File: src/rtl/ps2rx_pkg.sv
package ps2rx_pkg;

    localparam int unsigned BYTE_W  = 8;
    localparam int unsigned DELTA_W = BYTE_W + 1;

    // Status byte bit positions; the device fixes this layout.
    localparam int unsigned ST_LEFT  = 0;
    localparam int unsigned ST_RIGHT = 1;
    localparam int unsigned ST_ONE   = 3;
    localparam int unsigned ST_XSIGN = 4;
    localparam int unsigned ST_YSIGN = 5;
    localparam int unsigned ST_XOVF  = 6;
    localparam int unsigned ST_YOVF  = 7;

    typedef enum logic [1:0] {
        FR_IDLE   = 2'd0,
        FR_DATA   = 2'd1,
        FR_PARITY = 2'd2,
        FR_STOP   = 2'd3
    } frame_state_t;

    typedef enum logic [1:0] {
        AS_STATUS = 2'd0,
        AS_XMAG   = 2'd1,
        AS_YMAG   = 2'd2
    } asm_state_t;

    typedef struct packed {
        logic left;
        logic right;
        logic xsign;
        logic ysign;
        logic xovf;
        logic yovf;
    } status_t;

endpackage

File: src/rtl/ps2_line_sync.sv
module ps2_line_sync #(
    parameter int unsigned STAGES = 2
) (
    input  logic clk,
    input  logic rst_n,
    input  logic clk_line,
    input  logic dat_line,
    output logic fall,
    output logic dat
);

    logic [STAGES-1:0] ck_sr;
    logic [STAGES-1:0] dt_sr;
    logic              ck_prev;

    // Both lines rest high, so reset to 1 to avoid a false edge.
    always_ff @(posedge clk) begin
        if (!rst_n) begin
            ck_sr   <= '1;
            dt_sr   <= '1;
            ck_prev <= 1'b1;
        end else begin
            ck_sr   <= {ck_sr[STAGES-2:0], clk_line};
            dt_sr   <= {dt_sr[STAGES-2:0], dat_line};
            ck_prev <= ck_sr[STAGES-1];
        end
    end

    assign fall = ck_prev & ~ck_sr[STAGES-1];
    assign dat  = dt_sr[STAGES-1];

endmodule

File: src/rtl/ps2_stall_timer.sv
module ps2_stall_timer #(
    parameter int unsigned LIMIT = 100000
) (
    input  logic clk,
    input  logic rst_n,
    input  logic busy,
    input  logic fall,
    output logic timeout
);

    localparam int unsigned CNT_W = $clog2(LIMIT + 1);
    localparam logic [CNT_W-1:0] LAST = CNT_W'(LIMIT - 1);

    logic [CNT_W-1:0] cnt;

    always_ff @(posedge clk) begin
        if (!rst_n) begin
            cnt     <= '0;
            timeout <= 1'b0;
        end else if (!busy || fall || timeout) begin
            cnt     <= '0;
            timeout <= 1'b0;
        end else if (cnt == LAST) begin
            cnt     <= '0;
            timeout <= 1'b1;
        end else begin
            cnt     <= cnt + 1'b1;
            timeout <= 1'b0;
        end
    end

endmodule

File: src/rtl/ps2_frame_rx.sv
module ps2_frame_rx
    import ps2rx_pkg::*;
#(
    parameter int unsigned DATA_BITS = BYTE_W
) (
    input  logic                 clk,
    input  logic                 rst_n,
    input  logic                 fall,
    input  logic                 din,
    input  logic                 timeout,
    output logic                 word_done,
    output logic [DATA_BITS-1:0] word_byte,
    output logic                 word_ok,
    output logic                 busy
);

    localparam int unsigned CNT_W = $clog2(DATA_BITS);
    localparam logic [CNT_W-1:0] LAST_BIT = CNT_W'(DATA_BITS - 1);

    frame_state_t         st, nx;
    logic [CNT_W-1:0]     bit_cnt;
    logic [DATA_BITS-1:0] shreg;
    logic                 par_acc;
    logic                 start_bad;

    // state register
    always_ff @(posedge clk) begin
        if (!rst_n) st <= FR_IDLE;
        else        st <= nx;
    end

    // next state: one step per falling edge, timeout wins
    always_comb begin
        nx = st;
        if (timeout) begin
            nx = FR_IDLE;
        end else if (fall) begin
            unique case (st)
                FR_IDLE:   nx = FR_DATA;
                FR_DATA:   nx = (bit_cnt == LAST_BIT) ? FR_PARITY : FR_DATA;
                FR_PARITY: nx = FR_STOP;
                FR_STOP:   nx = FR_IDLE;
            endcase
        end
    end

    // datapath and word outputs
    always_ff @(posedge clk) begin
        if (!rst_n) begin
            bit_cnt   <= '0;
            shreg     <= '0;
            par_acc   <= 1'b0;
            start_bad <= 1'b0;
            word_done <= 1'b0;
            word_byte <= '0;
            word_ok   <= 1'b0;
        end else begin
            word_done <= 1'b0;
            if (timeout) begin
                bit_cnt <= '0;
            end else if (fall) begin
                unique case (st)
                    FR_IDLE: begin
                        start_bad <= din;
                        par_acc   <= 1'b0;
                        bit_cnt   <= '0;
                    end
                    FR_DATA: begin
                        shreg   <= {din, shreg[DATA_BITS-1:1]};
                        par_acc <= par_acc ^ din;
                        bit_cnt <= bit_cnt + 1'b1;
                    end
                    FR_PARITY: begin
                        par_acc <= par_acc ^ din;
                    end
                    FR_STOP: begin
                        word_done <= 1'b1;
                        word_byte <= shreg;
                        word_ok   <= ~start_bad & par_acc & din;
                    end
                endcase
            end
        end
    end

    assign busy = (st != FR_IDLE);

endmodule

File: src/rtl/ps2_report_asm.sv
module ps2_report_asm
    import ps2rx_pkg::*;
(
    input  logic               clk,
    input  logic               rst_n,
    input  logic               word_done,
    input  logic [BYTE_W-1:0]  word_byte,
    input  logic               word_ok,
    input  logic               timeout,
    output logic               mid_report,
    output logic               btn_left,
    output logic               btn_right,
    output logic [DELTA_W-1:0] dx,
    output logic [DELTA_W-1:0] dy,
    output logic               ovf_x,
    output logic               ovf_y,
    output logic               pkt_valid,
    output logic               pkt_err
);

    asm_state_t          st, nx;
    status_t             stat_q;
    logic [BYTE_W-1:0]   xmag_q;
    logic                bad_q;

    // state register
    always_ff @(posedge clk) begin
        if (!rst_n) st <= AS_STATUS;
        else        st <= nx;
    end

    always_comb begin
        nx = st;
        if (timeout) begin
            nx = AS_STATUS;
        end else if (word_done) begin
            unique case (st)
                AS_STATUS: nx = AS_XMAG;
                AS_XMAG:   nx = AS_YMAG;
                AS_YMAG:   nx = AS_STATUS;
                default:   nx = AS_STATUS;
            endcase
        end
    end

    // outputs and gathered fields
    always_ff @(posedge clk) begin
        if (!rst_n) begin
            stat_q    <= '0;
            xmag_q    <= '0;
            bad_q     <= 1'b0;
            btn_left  <= 1'b0;
            btn_right <= 1'b0;
            dx        <= '0;
            dy        <= '0;
            ovf_x     <= 1'b0;
            ovf_y     <= 1'b0;
            pkt_valid <= 1'b0;
            pkt_err   <= 1'b0;
        end else begin
            pkt_valid <= 1'b0;
            pkt_err   <= 1'b0;
            if (timeout) begin
                bad_q <= 1'b0;
            end else if (word_done) begin
                unique case (st)
                    AS_STATUS: begin
                        bad_q        <= ~word_ok | ~word_byte[ST_ONE];
                        stat_q.left  <= word_byte[ST_LEFT];
                        stat_q.right <= word_byte[ST_RIGHT];
                        stat_q.xsign <= word_byte[ST_XSIGN];
                        stat_q.ysign <= word_byte[ST_YSIGN];
                        stat_q.xovf  <= word_byte[ST_XOVF];
                        stat_q.yovf  <= word_byte[ST_YOVF];
                    end
                    AS_XMAG: begin
                        bad_q  <= bad_q | ~word_ok;
                        xmag_q <= word_byte;
                    end
                    AS_YMAG: begin
                        bad_q <= 1'b0;
                        if (bad_q || !word_ok) begin
                            pkt_err <= 1'b1;
                        end else begin
                            pkt_valid <= 1'b1;
                            btn_left  <= stat_q.left;
                            btn_right <= stat_q.right;
                            dx        <= {stat_q.xsign, xmag_q};
                            dy        <= {stat_q.ysign, word_byte};
                            ovf_x     <= stat_q.xovf;
                            ovf_y     <= stat_q.yovf;
                        end
                    end
                    default: bad_q <= 1'b0;
                endcase
            end
        end
    end

    assign mid_report = (st != AS_STATUS);

endmodule

File: src/rtl/ps2_report_rx.sv
module ps2_report_rx
    import ps2rx_pkg::*;
#(
    parameter int unsigned SYNC_STAGES  = 2,
    parameter int unsigned STALL_CYCLES = 100000
) (
    input  logic               clk,
    input  logic               rst_n,
    input  logic               ps2_clk_i,
    input  logic               ps2_dat_i,
    output logic               btn_left,
    output logic               btn_right,
    output logic [DELTA_W-1:0] dx,
    output logic [DELTA_W-1:0] dy,
    output logic               ovf_x,
    output logic               ovf_y,
    output logic               pkt_valid,
    output logic               pkt_err
);

    logic              fall_w;
    logic              dat_w;
    logic              timeout_w;
    logic              word_done_w;
    logic [BYTE_W-1:0] word_byte_w;
    logic              word_ok_w;
    logic              frame_busy_w;
    logic              mid_report_w;

    ps2_line_sync #(.STAGES(SYNC_STAGES)) u_sync (
        .clk      (clk),
        .rst_n    (rst_n),
        .clk_line (ps2_clk_i),
        .dat_line (ps2_dat_i),
        .fall     (fall_w),
        .dat      (dat_w)
    );

    ps2_stall_timer #(.LIMIT(STALL_CYCLES)) u_stall (
        .clk     (clk),
        .rst_n   (rst_n),
        .busy    (frame_busy_w | mid_report_w),
        .fall    (fall_w),
        .timeout (timeout_w)
    );

    ps2_frame_rx #(.DATA_BITS(BYTE_W)) u_frame (
        .clk       (clk),
        .rst_n     (rst_n),
        .fall      (fall_w),
        .din       (dat_w),
        .timeout   (timeout_w),
        .word_done (word_done_w),
        .word_byte (word_byte_w),
        .word_ok   (word_ok_w),
        .busy      (frame_busy_w)
    );

    ps2_report_asm u_asm (
        .clk        (clk),
        .rst_n      (rst_n),
        .word_done  (word_done_w),
        .word_byte  (word_byte_w),
        .word_ok    (word_ok_w),
        .timeout    (timeout_w),
        .mid_report (mid_report_w),
        .btn_left   (btn_left),
        .btn_right  (btn_right),
        .dx         (dx),
        .dy         (dy),
        .ovf_x      (ovf_x),
        .ovf_y      (ovf_y),
        .pkt_valid  (pkt_valid),
        .pkt_err    (pkt_err)
    );

endmodule

File: config.mk
export PLATFORM = sky130hd
export DESIGN_NAME = ps2_report_rx
export DESIGN_NICKNAME = d
export VERILOG_FILES = /design/src/rtl/ps2rx_pkg.sv /design/src/rtl/ps2_line_sync.sv /design/src/rtl/ps2_stall_timer.sv /design/src/rtl/ps2_frame_rx.sv /design/src/rtl/ps2_report_asm.sv /design/src/rtl/ps2_report_rx.sv
export SDC_FILE = /design/constraint.sdc
export NUM_CORES = 1
export LEC_CHECK = 0
export BUFFER_PORTS_ARGS = -buffer_cell sky130_fd_sc_hd__clkbuf_2
export CORE_ASPECT_RATIO = 1.1
export CORE_MARGIN = 2
export CORE_UTILIZATION = 40
export CTS_BUF_LIST = sky130_fd_sc_hd__clkbuf_8
export DETAILED_ROUTE_END_ITERATION = 10
export GPL_ROUTABILITY_DRIVEN = 0
export PLACE_DENSITY = 0.54
export SLEW_MARGIN = 20
export SYNTH_ARGS = -nofsm -noshare
export SYNTH_HDL_FRONTEND = slang
export SYNTH_SLANG_ARGS = --single-unit
export TNS_END_PERCENT = 100
File: constraint.sdc
create_clock -name clk -period 3 [get_ports clk]
set_clock_uncertainty 0.15 [all_clocks]
set_input_delay 0.6 -clock clk [delete_from_list [all_inputs] [get_ports clk]]
set_output_delay 0.6 -clock clk [all_outputs]
set_load 0.02 [all_outputs]
Word level (Yosys, flattened, before mapping)
Index checks and enable logic that the tools add are counted.
W data, S select, Z words.

operators by class
  reductions and logical operators = 25
  $add $sub $neg = 2
  multiplexer cells = 10
  bitwise logic cells = 17
  eq/ne operators = 7

operators by type and width
  cell                     number
  $reduce_and A3 Y1        6
  $add A17 B1 Y17 const B  1
  $eq A17 B17 Y1 const B   1
  $not A1 Y1               10
  $pmux W2 S4              1
  $reduce_bool A2 Y1       4
  $eq A2 B2 Y1 const B     3
  $pmux W3 S2              1
  $reduce_or A2 Y1         3
  $reduce_or A3 Y1         2
  $eq A2 B1 Y1 const B     2
  $logic_not A2 Y1         2
  $mux W1                  4
  $pmux W1 S2              2
  $pmux W2 S2              1
  $reduce_and A4 Y1        1
  $reduce_or A4 Y1         1
  $add A3 B1 Y3 const B    1
  $and A1 B1 Y1            3
  $eq A3 B3 Y1 const B     1
  $logic_or A1 B1 Y1       3
  $or A1 B1 Y1             3
  $logic_not A1 Y1         2
  $mux W2                  1
  other kinds (2)          2

storage, ports and cells
  flip-flop bits (word level) = 89
  logic and storage cells = 91

Depth between registers and ports, before layout
Gate-level depths: netlist of run 1.

  word-level depth = 6
  depth in mapped cells = 6
  gate-level depth less buffers = 5

Modules after synthesis
From an unflattened synthesis of run 1, not the netlist that was laid out.

unflattened totals
  cell total of the unflattened synthesis = 363
  area, all modules = 3,582.2 um2

by module, submodules not included
  module           cells an instance  times used  area each (um2)
  ps2_report_asm   157                1           1,604.0
  ps2_frame_rx     105                1           1,022.2
  ps2_stall_timer  89                 1           812.0
  ps2_line_sync    11                 1           137.6
  ps2_report_rx    1                  1           6.3

Worst setup path after synthesis of run 1
No wires, ideal clock.

  kind = reg-to-reg
  start = register u_stall.cnt[0]
  end = register u_stall.cnt[10]
  data arrival time = 1.352 ns
  path slack = 1.381 ns
  stages on the path, launching flop included = 7
  cell sequence = dfxtp_1 ha_1 and4_1 nand4_1 nand2_1 buf_2 nor2_1

between the ends
  cells in the longest elaborated chain, start to end = 2

RTL lines
  what                                                                     RTL line               text
  from (decl)                                                              ps2_stall_timer.sv:14  logic [CNT_W-1:0] cnt;
  from (signal assigned)                                                   ps2_stall_timer.sv:27  cnt <= cnt + 1'b1;
  parallel branches: the longest is 2 deep, another holds $add A17 B1 Y17  --

Parallel ways; which one is timed is not known.
A chain may end at the register's enable or synchronous reset.

Final worst setup path of run 1
  start = register u_stall.timeout
  end = register u_stall.cnt[7]

between the ends
  cells in the longest elaborated chain, start to end = 2

RTL lines
  what                        RTL line               text
  from (decl)                 ps2_stall_timer.sv:8   output logic timeout
  from (signal assigned)      ps2_stall_timer.sv:19  timeout <= 1'b0;
  from (signal assigned)      ps2_stall_timer.sv:22  timeout <= 1'b0;
  from (signal assigned)      ps2_stall_timer.sv:25  timeout <= 1'b1;
  $logic_or A1 B1 Y1          ps2_stall_timer.sv:20  end else if (!busy || fall || timeout) begin
  $reduce_or A3 Y1 (no line)  --

No other way between the ends.

==> flow_summary.ini, run 1 <==
[critical_path]
worstPathCellList = nand2b_1 -> a211oi_2 -> nand2_1 -> nor2_1
critPathLaunchType = flip-flop
critPathSlowestCell = dfxtp_1
slowest_delay_ns = 0.58
cp_max_fo = 16
r2r-start = u_stall.timeout
worstPathArrival_ns = 1.98
cp.required_ns = 3.08
cp-end-kind = flip-flop
startpoint = u_stall.timeout
crit_type = reg2reg

[final_layout]
drive_above_1_share_pct = 12.3
antenna_cells = 0
finalInstanceArea_um2 = 3990
multi_input_area_um2 = 1710
stdcell_count = 530
register_area_um2 = 1780
final_util_pct = 45.2
area_growth_pct = 10.5
fill_cells = 931
nets = 423

[grt]
grt_pass1_wl_mm = 11.3
grt_pass1_vias = 2444
grt.total_usage_pct = 14.6
antenna_found_initial = 0
grt-ovfl-total = 0
grt_max_degree = 63

[sta]
post-route-period-util_pct = 63.3
setup_viol = 0
slew_headroom_pct = 47.0
tns_ns = 0
slew_violations = 0
rsz0062_at_grt = false
fin_crit_ns = 1.90
tightest_slew_ns = 0.793
max_freq_mhz = 526
hold_viol = 0
fin_ws_ns = 1.10

[run_status]
run_status = finished, final reports clean

[routing]
avgRoutedWirePerCell_um = 12.3
routed_wl_mm = 6.51
first_iter_violations = 55
ant_nets = 0
dr.pass1.iters = 4
drcViolationCount = 0
avgViaCountPerCell = 4.87
vias = 2581

[hold_path]
hold_path_class = in2reg
min-delay-start = ps2_dat_i

[floorplan]
io_pins = 28
design.core.area_um2 = 8830
fp.dieH_um = 104
start_util_pct = 40.9
fp-row-count = 36
dieArea_um2 = 9810
die_w_um = 94.6

[cts]
cts_made_buffers = 9
clk_path_buf_depth = 2
path_clk_slew_ns = 0.08
htreeDepth = 3
cts_resized = 0
cts_tree = done
root_buffer = clkbuf_8
cts_setup_buffers = 0
clkSinkCount = 89
clkLatencyLatePin_ns = 0.36
holdBufCountCts = 0

[pwr]
power_density_nw_per_um2 = 515
peakVddDrop_mv = 0.256
p_leak_nw = 1.33

[synthesis]
synth_area_um2 = 3610
synth_edf_count = 0
synth_async_sr_flop_share_pct = 0
synth_cells = 392
synth.net_count = 404
ys_types = 45
synth_area_per_cell_um2 = 9.22
synth-seq-cells = 89
ys_seq_area_share_pct = 49.3
ys.flop_type = dfxtp_1
yosys_warnings = 0

[job]
cap_viol_max_count = 0

[placement]
io_buffers = 27
dpl_worst_slack_ns = 0.988
hpwlAfterDp_mm = 4.35
dp_cells = 514
place_area_um2 = 3800
[metrics by stage]
stage | power [mW] | hold WS, ns
3_3_place_gp | 1.26 | 0.244
5_1_grt | 2.14 | 0.270
3_5_place_dp | 1.26 | 0.256
4_1_cts | 2.09 | 0.248
6_report | 2.05 | 0.264
2_1_floorplan | 1.25 | 0.236
[layout by cell type, fill, tap and decap left out, types with 6 or more instances in the layout]
cell | netlist | layout
nor2_1 | 22 | 22
a21boi_1 | 21 | 21
ha_1 | 8 | 8
nand2_1 | 93 | 93
a21boi_0 | 20 | 20
dfxtp_1 | 89 | 89
clkbuf_8 | 0 | 10
nand4_1 | 7 | 7
xnor2_1 | 11 | 11
nand3_1 | 6 | 6
nor3_1 | 6 | 6
clkbuf_2 | 1 | 27
nor2b_1 | 17 | 17
nand2b_1 | 8 | 8
mux2i_1 | 14 | 14
[routing by layer]
metal | wire length [µm] | global-route usage, % | up-vias
met5 | 0 | 0 | -
met4 | 176 | 8.28 | 0
met3 | 213 | 2.98 | 17
met2 | 2780 | 21.8 | 36
met1 | 3340 | 19.4 | 1174
li1 | - | - | 1354
[sequential cells by signal (all words and copies together), names as in the netlist, 2 cells and up, named ones only]
signal,cells
u_sync.ck_sr,2
u_frame.word_byte,8
u_frame.bit_cnt,3
u_asm.dx,9
u_asm.st,2
u_sync.dt_sr,2
u_asm.dy,9
u_asm.xmag_q,8
u_frame.shreg,8
u_asm.stat_q,6
u_stall.cnt,17
[cell type report]
class	count	share of cell area [%]
sequential	89	44.6
tap	114	3.57
multi-input combinational	278	42.7
clock buffer	10	3.45
timing repair buffer	29	3.76
inverter	4	0.376
clock inverter	6	1.47
[power breakdown]
| part | switching, mW | leakage [nW] | internal (mW) |
|---|---|---|---|
| combinational | 0.0236 | 0.507 | 0.0202 |
| clock | 0.418 | 0.105 | 0.403 |
| sequential | 0.00385 | 0.718 | 1.19 |
[synth_stat cells (7+ instances only)]
master	instances	area, µm²
clkbuf_1	10	37.5
nor2b_1	17	106
nor2_1	22	82.6
mux2i_1	14	140
xnor2_1	11	96.3
ha_1	8	100
dfxtp_1	89	1780
nand2b_1	8	50.1
a21boi_0	20	150
a21boi_1	21	158
nand4_1	7	43.8
nand2_1	93	349
[critical path, delay by kind of cell, from the launching register on]
family | cells | cell delay [ns]
DFF | 1 | 0.58
AOI/OAI and AO/OA | 1 | 0.07
and+or+nand+nor | 3 | 0.95
[logic make-up after synthesis]
logic type,after synthesis,share of synthesized area (%)
multiplexers,14,3.88
XOR/XNOR,15,3.64
AND/OR/NAND/NOR,185,25.6
buffers and inverters,25,3.46
flip-flops,89,49.3
adder cells (fa/ha/maj),8,2.77
AO/OA/AOI/OAI,56,11.4
[final timing paths]
check / to / cells after the start / slack, ns
max reg2reg: u_stall.cnt[7] / 4 / 1.10
min reg2reg: u_sync.ck_sr[1] / 1 / 0.27
min: u_sync.dt_sr[0] / 2 / 0.26
max: u_stall.cnt[7] / 4 / 1.10
No activity file was read; power rests on OpenSTA's default activity.
==> inputs of run 2 (changes only) <==
ABC_AREA = 1   (was unset)
PLACE_DENSITY = 0.56   (was 0.54)
clock period = 1.6 ns   (was 3 ns; I/O delays follow)
==> run 2 against run 1 <==
Via count is 14% higher. Final area rose by 6.9%. Synthesized area fell by 2.3%. Power up 93%. Critical path type unchanged. Maximum frequency rose by 24%. Hold slack got worse by 0.013 ns. Cell count rose by 18%. Synthesized cell count rose by 18%. Sequential share of layout area shrank 2.6 points. Clock power is 96% higher.
==> flow_summary.ini, run 2 <==
[run_status]
run_status = finished, final reports clean

[synthesis]
synth_edf_count = 0
synth_cells = 462
synth.area.top_cells = dfxtp_1 (50%), nor2_1 (12%), o21ai_0 (8.6%), nand2_1 (6.1%), a21oi_1 (4.5%)
yosys_warnings = 0
synth.net_count = 474
ys_seq_area_share_pct = 50.4
synth_area_per_cell_um2 = 7.65
synth_async_sr_flop_share_pct = 0
synth.top_cell.area_share_pct = 50.4
synth_top_cell_by_area = dfxtp_1
synth_area_um2 = 3530
synthTopCellsByCount = nor2_1 (115), dfxtp_1 (89), o21ai_0 (61), nand2_1 (57), inv_1 (38)
synth-seq-cells = 89
yosysMostFrequentCell = nor2_1
ys.flop_type = dfxtp_1
ys_types = 29

[critical_path]
crit_top_cell = nor2_1
critPathLaunchType = flip-flop
slowest_delay_ns = 0.39
worstPathCellList = nand2_1 -> nor2_1 -> inv_1 -> nor2_4 -> clkinvlp_4 -> buf_12 -> nor2_1 -> nor2_1
reg2reg_slack_ns = 0.07
r2r-end = u_asm.dx[2]
ff2ff_path_depth = 8
cp.required_ns = 1.70
worstPathArrival_ns = 1.63
critPathBufInv = 3
critPathSlowestCell = dfxtp_4
path_delay_family = simple AND/OR/NAND/NOR gates
r2r-start = u_asm.st[1]
cp-end-kind = flip-flop
cp_max_fo = 16
cp_num_cells = 8
crit_type = reg2reg
crit_end = u_asm.dx[2]
startpoint = u_asm.st[1]

[cts]
cts_made_buffers = 9
clkSinkCount = 89
htreeDepth = 3
path_clk_slew_ns = 0.09
clkLatencyLatePin_ns = 0.36
root_buffer = clkbuf_8
clk_path_buf_depth = 2
cts_tree = done

[grt]
grt_pass1_vias = 2639
grt_pass1_wl_mm = 11.8
antenna_found_initial = 0
grt-ovfl-total = 0
grt_max_degree = 55
grt.total_usage_pct = 15.4

[final_layout]
finalInstanceArea_um2 = 4270
nets = 522
reg_top3 = u_stall.cnt x17, u_asm.dx x9, u_asm.dy x9
final_cell_mix = nor2_1 (111), dfxtp_1 (82), o21ai_0 (58)
largest_register = u_stall.cnt
fill_cells = 825
stdcell_count = 626
drive_above_1_share_pct = 21.0
final_util_pct = 50.3
final_common_cell = nor2_1
largest_register_ffs = 17
area_growth_pct = 20.9
antenna_cells = 0

[routing]
avgRoutedWirePerCell_um = 11.5
drcViolationCount = 0
vias = 2938
dr.pass1.iters = 5
first_iter_violations = 111
avgViaCountPerCell = 4.69
ant_nets = 0
routed_wl_mm = 7.22

[job]
cap_viol_max_count = 0

[pwr]
p_clk_share_pct = 40.6
p_comb_share_pct = 3.1
p_sw_mw = 0.931
p_leak_nw = 1.70
pwr-share-seq_pct = 56.4
netSwitchingFraction_pct = 23.5
internal_power_mw = 3.03
power_density_nw_per_um2 = 927
peakVddDrop_mv = 0.382

[floorplan]
die_w_um = 93.6
dieArea_um2 = 9600
io_pins = 28
start_util_pct = 41.6
design.core.area_um2 = 8500
fp.dieH_um = 103
fp-row-count = 35

[sta]
worst_hold_slack_ns = 0.251
setup_viol = 0
max_freq_mhz = 654
fin_crit_ns = 1.53
slew_headroom_pct = 71.3
hold_viol = 0
slew_violations = 0
post-route-period-util_pct = 95.6
tightest_slew_ns = 0.431

[hold_path]
hold_path_class = in2reg

[placement]
place_area_um2 = 3890
dp_cells = 605
hpwlAfterDp_mm = 4.77
io_buffers = 27
## run 2: cell types whose count changed in the layout (fill, tap and decap cells not counted), sizes merged, moves of 4 or more
cell	before	now
a21boi	41	0
a21oi	5	33
buf	2	20
inv	7	42
mux2i	14	0
nand2	93	59
nand2b	8	0
nand3	6	10
nor2	22	121
nor2b	17	0
nor4	6	0
o21ai	3	61
or2	1	6
xnor2	11	2
## run 2: power groups by stage
stage / logic [mW] / registers [mW] / clock network, mW
CTS: 0.118 / 2.23 / 1.66
finish: 0.121 / 2.23 / 1.61
floorplan: 0.0752 / 2.28 / 0
global route: 0.138 / 2.23 / 1.74
detailed placement: 0.113 / 2.28 / 0
global placement: 0.112 / 2.28 / 0
## run 2: layout make-up
class	instances	area (µm²)	share of cell area, %
clock buffer	9	124	2.90
clock inverter	7	85.1	1.99
inverter	41	166	3.90
multi-input combinational	319	1580	37.0
sequential	89	1800	42.1
tap	111	139	3.25
timing repair buffer	50	380	8.91
## run 2: worst reg2reg max path, cell delays in order, from the launching register on
cell and delay [ns]:
dfxtp_4 0.39, nand2_1 0.07, nor2_1 0.08, inv_1 0.08, nor2_4 0.21, clkinvlp_4 0.15, buf_12 0.16, nor2_1 0.09
nor2_1 0.05
## run 2: worst min-delay path by stage
stage / from / end / slack (ns) / cells after the start
finish: rst_n / u_frame.start_bad / 0.25 / 4
global route: rst_n / u_frame.start_bad / 0.26 / 4
CTS: rst_n / u_frame.start_bad / 0.24 / 4
detailed placement: u_sync.ck_sr[0] / u_sync.ck_sr[1] / 0.25 / 1
global placement: u_sync.ck_sr[0] / u_sync.ck_sr[1] / 0.25 / 1
floorplan: u_sync.ck_sr[0] / u_sync.ck_sr[1] / 0.24 / 1
## run 2: routing by layer
layer | part of all wire [%] | up-vias | track usage, % | routed length [µm]
met5 | 0 | - | 0 | 0
met4 | 1.1 | 0 | 7.36 | 80
met3 | 2.7 | 6 | 2.78 | 195
met2 | 46 | 35 | 25.7 | 3340
met1 | 50 | 1316 | 19.6 | 3600
li1 | - | 1581 | - | -
## run 2: cells by family (layout without fill, tap and decap cells)
| family | Yosys count | in the layout | synth area share (%) |
|---|---|---|---|
| buffers and inverters | 54 | 107 | 6.73 |
| adders and majority gates | 8 | 8 | 2.83 |
| xor gates and xnor gates | 5 | 5 | 1.24 |
| and+or+nand+nor | 209 | 209 | 24.7 |
| DFF | 89 | 89 | 50.4 |
| AOI/OAI and AO/OA | 97 | 97 | 14.1 |
## run 2: through the flow
stage                     setup TNS (ns)  setup slack, ns  power, mW
after floorplan                        0           0.0756       2.36
after global placement                 0          0.00286       2.40
after detailed placement         -0.0161          -0.0161       2.40
after CTS                              0         0.000152       4.01
after global routing              -0.154          -0.0324       4.11
final                                  0           0.0705       3.96
## run 2: timing repair
action	4_1_cts	5_1_grt
endpoints found under the hold margin	2	0
endpoints found under the setup margin	1	50
resized for setup	1	34
buffers inserted	0	2
hold buffers	2	0
pin swaps	0	2
cloned	0	1
